$ cat config.mk
export PLATFORM = sky130hd
export DESIGN_NAME = pairpack_parser
export DESIGN_NICKNAME = d
export VERILOG_FILES = /design/src/rtl/pairpack_pkg.sv /design/src/rtl/pp_hdr_decode.sv /design/src/rtl/pp_count_check.sv /design/src/rtl/pp_ofs_check.sv /design/src/rtl/pairpack_parser.sv
export SDC_FILE = /design/constraint.sdc
export NUM_CORES = 1
export LEC_CHECK = 0
export BUFFER_PORTS_ARGS = -buffer_cell sky130_fd_sc_hd__buf_2
export CAP_MARGIN = 20
export CORE_MARGIN = 1
export CORE_UTILIZATION = 55
export CTS_CLUSTER_DIAMETER = 50
export DETAILED_ROUTE_END_ITERATION = 10
export PLACE_DENSITY_LB_ADDON = 0.1
export SLEW_MARGIN = 15
export SYNTH_ARGS = -nofsm -noshare
export SYNTH_HDL_FRONTEND = slang
export SYNTH_SLANG_ARGS = --single-unit
$ cat constraint.sdc
create_clock -name clk -period 4.4 [get_ports clk]
set_input_delay 0.88 -clock clk [delete_from_list [all_inputs] [get_ports clk]]
set_output_delay 0.88 -clock clk [all_outputs]
set_load 0.02 [all_outputs]
$ cat src/rtl/pairpack_pkg.sv
package pairpack_pkg;
  typedef enum logic [2:0] {
    ST_HDR, ST_CNT, ST_OFS, ST_V0, ST_V1, ST_SKIP
  } pp_state_t;

  localparam logic [1:0] CMD_TYPE    = 2'b11;
  localparam logic [7:0] OP_CTX_PACK = 8'hB9;
  localparam logic [7:0] OP_SH_PACK  = 8'hBB;
  localparam logic [7:0] OP_SH_SHORT = 8'hBD;
  localparam int         FILT_BIT    = 2;
endpackage

$ cat src/rtl/pp_hdr_decode.sv
module pp_hdr_decode
  import pairpack_pkg::*;
#(
  parameter int DATA_W = 32,
  parameter int LEN_W  = 14
) (
  input  logic [DATA_W-1:0] word,
  output logic              is_cmd,
  output logic [LEN_W-1:0]  len,
  output logic              packed_hit,
  output logic              short_hit,
  output logic              filt
);
  logic [7:0] op;
  always_comb begin
    op         = word[15:8];
    is_cmd     = (word[DATA_W-1 -: 2] == CMD_TYPE);
    len        = word[16 +: LEN_W];
    short_hit  = (op == OP_SH_SHORT);
    packed_hit = (op == OP_CTX_PACK) || (op == OP_SH_PACK) || short_hit;
    filt       = word[FILT_BIT];
  end
endmodule

$ cat src/rtl/pp_count_check.sv
module pp_count_check #(
  parameter int DATA_W      = 32,
  parameter int LEN_W       = 14,
  parameter int SHORT_LIMIT = 14
) (
  input  logic [DATA_W-1:0] cnt_word,
  input  logic [LEN_W-1:0]  len,
  input  logic              short_mode,
  output logic              ok
);
  localparam int PW = DATA_W + 2;
  logic [PW-1:0] half;
  logic [PW-1:0] need;
  logic          even_ok, lim_ok, len_ok;
  always_comb begin
    half    = {3'b000, cnt_word[DATA_W-1:1]};
    need    = (half << 1) + half;
    even_ok = !cnt_word[0];
    lim_ok  = !short_mode || (cnt_word <= DATA_W'(SHORT_LIMIT));
    len_ok  = (need == PW'(len));
    ok      = even_ok && lim_ok && len_ok;
  end
endmodule

$ cat src/rtl/pp_ofs_check.sv
module pp_ofs_check #(
  parameter int OFS_W = 16
) (
  input  logic [2*OFS_W-1:0] pair,
  input  logic [OFS_W-1:0]   prev_ofs,
  input  logic               prev_vld,
  output logic               ok
);
  logic [OFS_W-1:0] o0, o1;
  always_comb begin
    o0 = pair[OFS_W-1:0];
    o1 = pair[2*OFS_W-1:OFS_W];
    ok = (o0 != o1) && !(prev_vld && (prev_ofs == o0));
  end
endmodule

$ cat src/rtl/pairpack_parser.sv
module pairpack_parser
  import pairpack_pkg::*;
#(
  parameter int DATA_W      = 32,
  parameter int OFS_W       = 16,
  parameter int LEN_W       = 14,
  parameter int SHORT_LIMIT = 14
) (
  input  logic              clk,
  input  logic              rst,
  input  logic              in_valid,
  output logic              in_ready,
  input  logic [DATA_W-1:0] in_data,
  output logic              wr_valid,
  input  logic              wr_ready,
  output logic [OFS_W-1:0]  wr_offset,
  output logic [DATA_W-1:0] wr_value,
  output logic              err
);
  localparam int REM_W = LEN_W + 1;

  pp_state_t          st_q;
  logic [REM_W-1:0]   rem_q;
  logic [LEN_W-1:0]   len_q;
  logic               short_q;
  logic [2*OFS_W-1:0] pair_q;
  logic [OFS_W-1:0]   prev_q;
  logic               prev_v_q;
  logic               wv_q, err_q;
  logic [OFS_W-1:0]   wo_q;
  logic [DATA_W-1:0]  wd_q;

  logic             h_cmd, h_pack, h_short, h_filt;
  logic [LEN_W-1:0] h_len;
  logic             cnt_ok, ofs_ok;
  logic             accept, last;

  pp_hdr_decode #(.DATA_W(DATA_W), .LEN_W(LEN_W)) u_hdr (
    .word(in_data), .is_cmd(h_cmd), .len(h_len),
    .packed_hit(h_pack), .short_hit(h_short), .filt(h_filt)
  );

  pp_count_check #(.DATA_W(DATA_W), .LEN_W(LEN_W), .SHORT_LIMIT(SHORT_LIMIT)) u_cnt (
    .cnt_word(in_data), .len(len_q), .short_mode(short_q), .ok(cnt_ok)
  );

  pp_ofs_check #(.OFS_W(OFS_W)) u_ofs (
    .pair(in_data[2*OFS_W-1:0]), .prev_ofs(prev_q), .prev_vld(prev_v_q), .ok(ofs_ok)
  );

  assign in_ready  = !wv_q || wr_ready;
  assign accept    = in_valid && in_ready;
  assign last      = (rem_q == REM_W'(1));
  assign wr_valid  = wv_q;
  assign wr_offset = wo_q;
  assign wr_value  = wd_q;
  assign err       = err_q;

  always_ff @(posedge clk) begin
    if (rst) begin
      st_q     <= ST_HDR;
      rem_q    <= '0;
      len_q    <= '0;
      short_q  <= 1'b0;
      pair_q   <= '0;
      prev_q   <= '0;
      prev_v_q <= 1'b0;
      wv_q     <= 1'b0;
      wo_q     <= '0;
      wd_q     <= '0;
      err_q    <= 1'b0;
    end else begin
      if (wv_q && wr_ready) wv_q <= 1'b0;
      if (accept) begin
        if (st_q != ST_HDR) rem_q <= rem_q - REM_W'(1);
        unique case (st_q)
          ST_HDR: if (h_cmd) begin
            rem_q   <= REM_W'(h_len) + REM_W'(1);
            len_q   <= h_len;
            short_q <= h_short;
            if (h_pack && h_filt) st_q <= ST_CNT;
            else begin
              st_q <= ST_SKIP;
              if (h_pack) err_q <= 1'b1;
            end
          end
          ST_CNT: begin
            prev_v_q <= 1'b0;
            if (!cnt_ok) err_q <= 1'b1;
            if (last) st_q <= ST_HDR;
            else st_q <= cnt_ok ? ST_OFS : ST_SKIP;
          end
          ST_OFS: begin
            if (ofs_ok) begin
              pair_q   <= in_data[2*OFS_W-1:0];
              prev_q   <= in_data[2*OFS_W-1:OFS_W];
              prev_v_q <= 1'b1;
              st_q     <= ST_V0;
            end else begin
              err_q <= 1'b1;
              st_q  <= last ? ST_HDR : ST_SKIP;
            end
          end
          ST_V0: begin
            wv_q <= 1'b1;
            wo_q <= pair_q[OFS_W-1:0];
            wd_q <= in_data;
            st_q <= ST_V1;
          end
          ST_V1: begin
            wv_q <= 1'b1;
            wo_q <= pair_q[2*OFS_W-1:OFS_W];
            wd_q <= in_data;
            st_q <= last ? ST_HDR : ST_OFS;
          end
          default: if (last) st_q <= ST_HDR;
        endcase
      end
    end
  end
endmodule

After elaboration in Yosys (flattened, before gate mapping)
Index checks and enable logic that the tools add are counted.

Register bits: 132. Input bits: 36.

Add/sub/neg operators: 3. Order comparisons: 1. Equal/unequal tests: 18. Muxes and demuxes: 24. Reductions and logical operators: 29.

Operators by type and width (number): $mux W15 (3); $eq A34 B14 Y1 (1); $add A32 B31 Y33 (1); $le A32 B4 Y1 const B (1); $pmux W16 S2 (1); $eq A8 B8 Y1 const B (3); $mux W3 (7); $eq A16 B16 Y1 (1); $ne A16 B16 Y1 (1); $add A14 B1 Y15 const B (1); $eq A15 B1 Y1 const B (1); $pmux W3 S5 (1); $sub A15 B1 Y15 const B (1); $ne A2 B2 Y1 const B (6); $reduce_and A3 Y1 (4); $mux W1 (9); $logic_and A1 B1 Y1 (7); $reduce_and A7 Y1 (1); $eq A3 B2 Y1 const B (2); $reduce_bool A3 Y1 (2); $reduce_bool A6 Y1 (1); $logic_not A1 Y1 (4); $logic_or A1 B1 Y1 (4); $reduce_and A2 Y1 (2); 9 further kinds (10).

Depth between registers and ports, before layout
Depth in word-level cells: 7. Mapped depth: 14. Mapped depth without buffers: 12.

Hierarchy
A second synthesis with hierarchy kept.

Cell total of the unflattened synthesis: 1028. Area, all modules: 7943.9 um^2.

By module, submodules not included: pairpack_parser (times used 1, cells an instance 624, area an instance 5001.0 um^2, seq. area each 2322.2 um^2); pp_count_check (times used 1, cells an instance 341, area an instance 2426.1 um^2, seq. area each 0.0 um^2); pp_ofs_check (times used 1, cells an instance 43, area an instance 347.8 um^2, seq. area each 0.0 um^2); pp_hdr_decode (times used 1, cells an instance 20, area an instance 168.9 um^2, seq. area each 0.0 um^2).

Least setup slack after synthesis
Ideal clock, no wire load.

Path kind: in2reg. From: input in_data[1]. To: register err_q (netlist: err). Setup time: 0.130 ns. Arrival time: 3.701 ns. Required time: 4.270 ns. Slack: 0.569 ns. Stages on the path: 12. Cell sequence: ha_1 > fa_1 > a21o_1 > a221oi_2 > o21a_1 > o311ai_1 > or3b_2 > a21oi_1 > o2111ai_1 > nor4_2 > and4_4 > o221ai_2.

Cells in the longest elaborated chain, start to end: 6. Elaborated cells between the ends (all ways): 14. Classes of those cells: add/sub: 1; order compare: 1; eq/ne: 5; reduce/logical: 7.

RTL lines: start, declared (RTL line pairpack_parser.sv:13) `input logic [DATA_W-1:0] in_data,`; parallel branches: the longest is 5 deep, another holds $add A32 B31 Y33; $reduce_and A7 Y1 (no source line) *; end signal, assigned (RTL line pairpack_parser.sv:71) `err_q <= 1'b0;`; end signal, assigned (RTL line pairpack_parser.sv:84) `if (h_pack) err_q <= 1'b1;`; end signal, assigned (RTL line pairpack_parser.sv:89) `if (!cnt_ok) err_q <= 1'b1;`; end, declared (RTL line pairpack_parser.sv:29) `logic wv_q, err_q;`.

Mark *: on every way between the ends. A chain may end at the register's enable or synchronous reset.

Worst setup path in the final report
From: input in_data[2]. To: register err_q (netlist: err).

Same word-level chain as after synthesis.

==> flow_summary_export.csv <==
group,metric,value,unit
global_route,grt_usage,34.50,%
cells_and_area,final_cell_area,0.008964,mm²
min_path,hold_path_class,"reg -> reg",
synth,synth_seq_cells,116,
worst_setup_path,path_cells,"buf_2, ha_1, fa_1, xnor2_1, o311a_1, nand3_1, or3_1, or4_1, a211oi_2, o2111ai_1, nor4_2, and4_4, o221ai_2",
worst_setup_path,startpoint_type,"input pin",
global_route,overflow,0,
global_route,first_global_vias,7013,
synth,yosys_warnings,0,
sta,tightest_slew,999.5,ps
sta,setup_tns,0,ps
cts,clock_sinks,116,
synth,syn_inst,1015,
flow_run,maxCapViolCount,0,
place,io_buffers,86,
floorplan,placementRows,42,
drt,drt-initial-drc-count,757,
sta,hold_viol,0,
global_route,antenna_found_initial,0,
cts,hold_buffers,0,
worst_setup_path,cp.required,4670,ps
synth,ys.flop_type,"dfxtp_1",
place,place_hpwl,17970,µm
cells_and_area,area_growth,16.36,%
worst_setup_path,path_delay_family,"simple AND/OR/NAND/NOR gates",
worst_setup_path,cp_max_fo,5,
cts,clk_latency,420,ps
place,gp_congestion,0.9403,
sta,finalCriticalPeriod,3907,ps
sta,worst_slack,493.4,ps
worst_setup_path,crit_slowest_cell,"or4_1",
sta,grt_setup_unrepaired,"no",
global_route,grt_max_degree,77,
drt,route.detailed.drc,0,
synth,synth_edf_count,0,
worst_setup_path,cp.buffers_inverters,1,
synth,synth.top_cell.area_share,30.14,%
cts,post_cts.repair.setup_buffers,0,
floorplan,die_h,120.4,µm
sta,slew_viol_final,0,
run_status,status,"finished clean",
drt,ant_nets,0,
floorplan,core_area,0.01345,mm²
cts,cts_buffers,17,
place,placed_area,0.008325,mm²
sta,maxSlewHeadroom,33.36,%
drt,viasPerCell,5.995,
cells_and_area,nFillCells,1228,
synth,yosysTopAreaCell,"dfxtp_1",
worst_setup_path,cp-end-kind,"flop",
place,pre_cts_ws,120.0,ps
synth,synthArstFlopShare,0,%
floorplan,die_w,120.4,µm
cells_and_area,diodes,0,
drt,firstDrtPassIters,5,
cts,cts.clk_slew.worst_paths,60,ps
global_route,grt_first_pass_wirelength,38190,µm
sta,skew,14.78,ps
synth,synthDistinctLibCells,79,
drt,vias,7685,
pwr,leakage,3.823,nW
worst_setup_path,arrival,4180,ps
drt,wirelength,24460,µm
cts,cts_resized,0,
cts,htree_levels,4,
floorplan,pin_count,87,
synth,synth.area.top_cells,"dfxtp_1 (30%), ha_1 (8.8%), a21oi_1 (7.9%)",
cts,clockBufferDepth,2,
pwr,peakVddDrop,0.3479,mV
worst_setup_path,max_stage_delay,540,ps
cells_and_area,nNetsFinal,1184,
floorplan,start_util,57.26,%
cells_and_area,drive_gt1_share,15.19,%
cts,cts_root_buf,"clkbuf_16",
synth,syn_area_per_cell,7.590,µm²
floorplan,dieArea,0.01448,mm²
sta,finalCritPeriodShare,88.79,%
pwr,powerDensity,492.6,mW/mm²
synth,synth.net_count,1106,
pwr,p_total,4.415,mW
sta,finalSetupViolCount,0,
drt,detail_route.wl_per_cell,19.08,µm
sta,max_freq,256.0,MHz
synth,ys_seq_area_share,30.14,%
cts,tritoncts,"done",
synth,netlist_area,0.007704,mm²
worst_setup_path,critical_path_class,"in -> reg",
cell usage in the layout (no fill, tap or decap), drive strengths merged, types with 19 or more instances in the layout:
cell type and count:
inv 47, nor3 19, buf 115, mux2i 23
o21ai 44, xor2 41, dfxtp 116, a211oi 26
ha 54, xnor2 31, nand2 150, a21oi 123
nor2 127
through the flow:
stage	hold WS [ps]	util, %	instances
final	452.7	66.63	1282
after global routing	470.2	66.63	1282
after floorplan	446.4	-	1015
after CTS	455.7	66.63	1282
after global placement	440.4	61.89	1250
after detailed placement	446.4	61.89	1250
Yosys cell counts, types with 3 or more instances:
cell type  number
ha_1           54
or3_1           4
nor4_1          9
nand4_1        16
nand2b_1        7
o22ai_1         8
nor2_1        126
a221oi_1        4
a21o_1          9
nand4b_1        3
o21ai_0        36
and3_1          9
clkbuf_1       48
a211o_1         3
xor2_1         41
o21ai_1         8
nand2_1       150
a21oi_1       122
o32ai_1         4
o21a_1          6
xnor2_1        30
a22oi_1         8
nand3_1        17
dfxtp_1       116
a211oi_1       24
a31oi_1         7
nor3_1         18
inv_1          42
mux2i_1        23
layout make-up:
| type | instances | area [µm²] | area share [%] |
|---|---|---|---|
| multi-input cells | 800 | 4971 | 55.46 |
| inverters | 43 | 161.4 | 1.801 |
| flip-flops and latches | 116 | 2322 | 25.91 |
| clock inverters | 14 | 198.9 | 2.219 |
| repair buffers | 115 | 650.6 | 7.259 |
| well taps | 176 | 220.2 | 2.457 |
| clock buffers | 18 | 439.2 | 4.899 |
power by group:
part           internal, mW  leakage [nW]  total, mW  switching [mW]
clock network         0.970         0.312       1.50           0.531
registers              1.22         0.940       1.36           0.143
logic                 0.574          2.57       1.55           0.980
logic make-up (layout without fill, tap and decap cells):
family,count (synthesis),in the layout,synth area share (%)
flops,116,116,30.14
xor+xnor,72,72,8.429
compound gates,273,273,22.30
fa+ha+maj,55,55,9.030
mux,23,23,2.988
simple gates,377,377,21.65
buf+inv,99,190,5.457
worst min-delay path, stage by stage (launching register included):
cell     delay [ps]
dfxtp_1         300
nand2_1          50
a21oi_1          50
worst paths after layout:
| path | depth (start not counted) | start | end | slack, ps |
|---|---|---|---|---|
| worst max-delay path | 13 | in_data[2] | err | 490 |
| worst min-delay path | 2 | wr_value[7] | wr_value[7] | 450 |
| worst max register to register | 10 | len_q[0] | err | 1330 |
| worst min register to register | 2 | wr_value[7] | wr_value[7] | 450 |
routing by layer:
layer / global-route usage [%] / part of all wire (%)
met2: 54.49 / 45
met5: 0 / 0
met1: 45.61 / 44
met4: 14.12 / 2.8
met3: 7.264 / 8.6
flip-flops by register name (all words and copies together), names as in the netlist, 3 cells and up:
signal	count
rem_q	15
st_q	3
pair_q	32
len_q	14
wr_offset	16
wr_value	32
No activity file was read; power rests on OpenSTA's default activity.
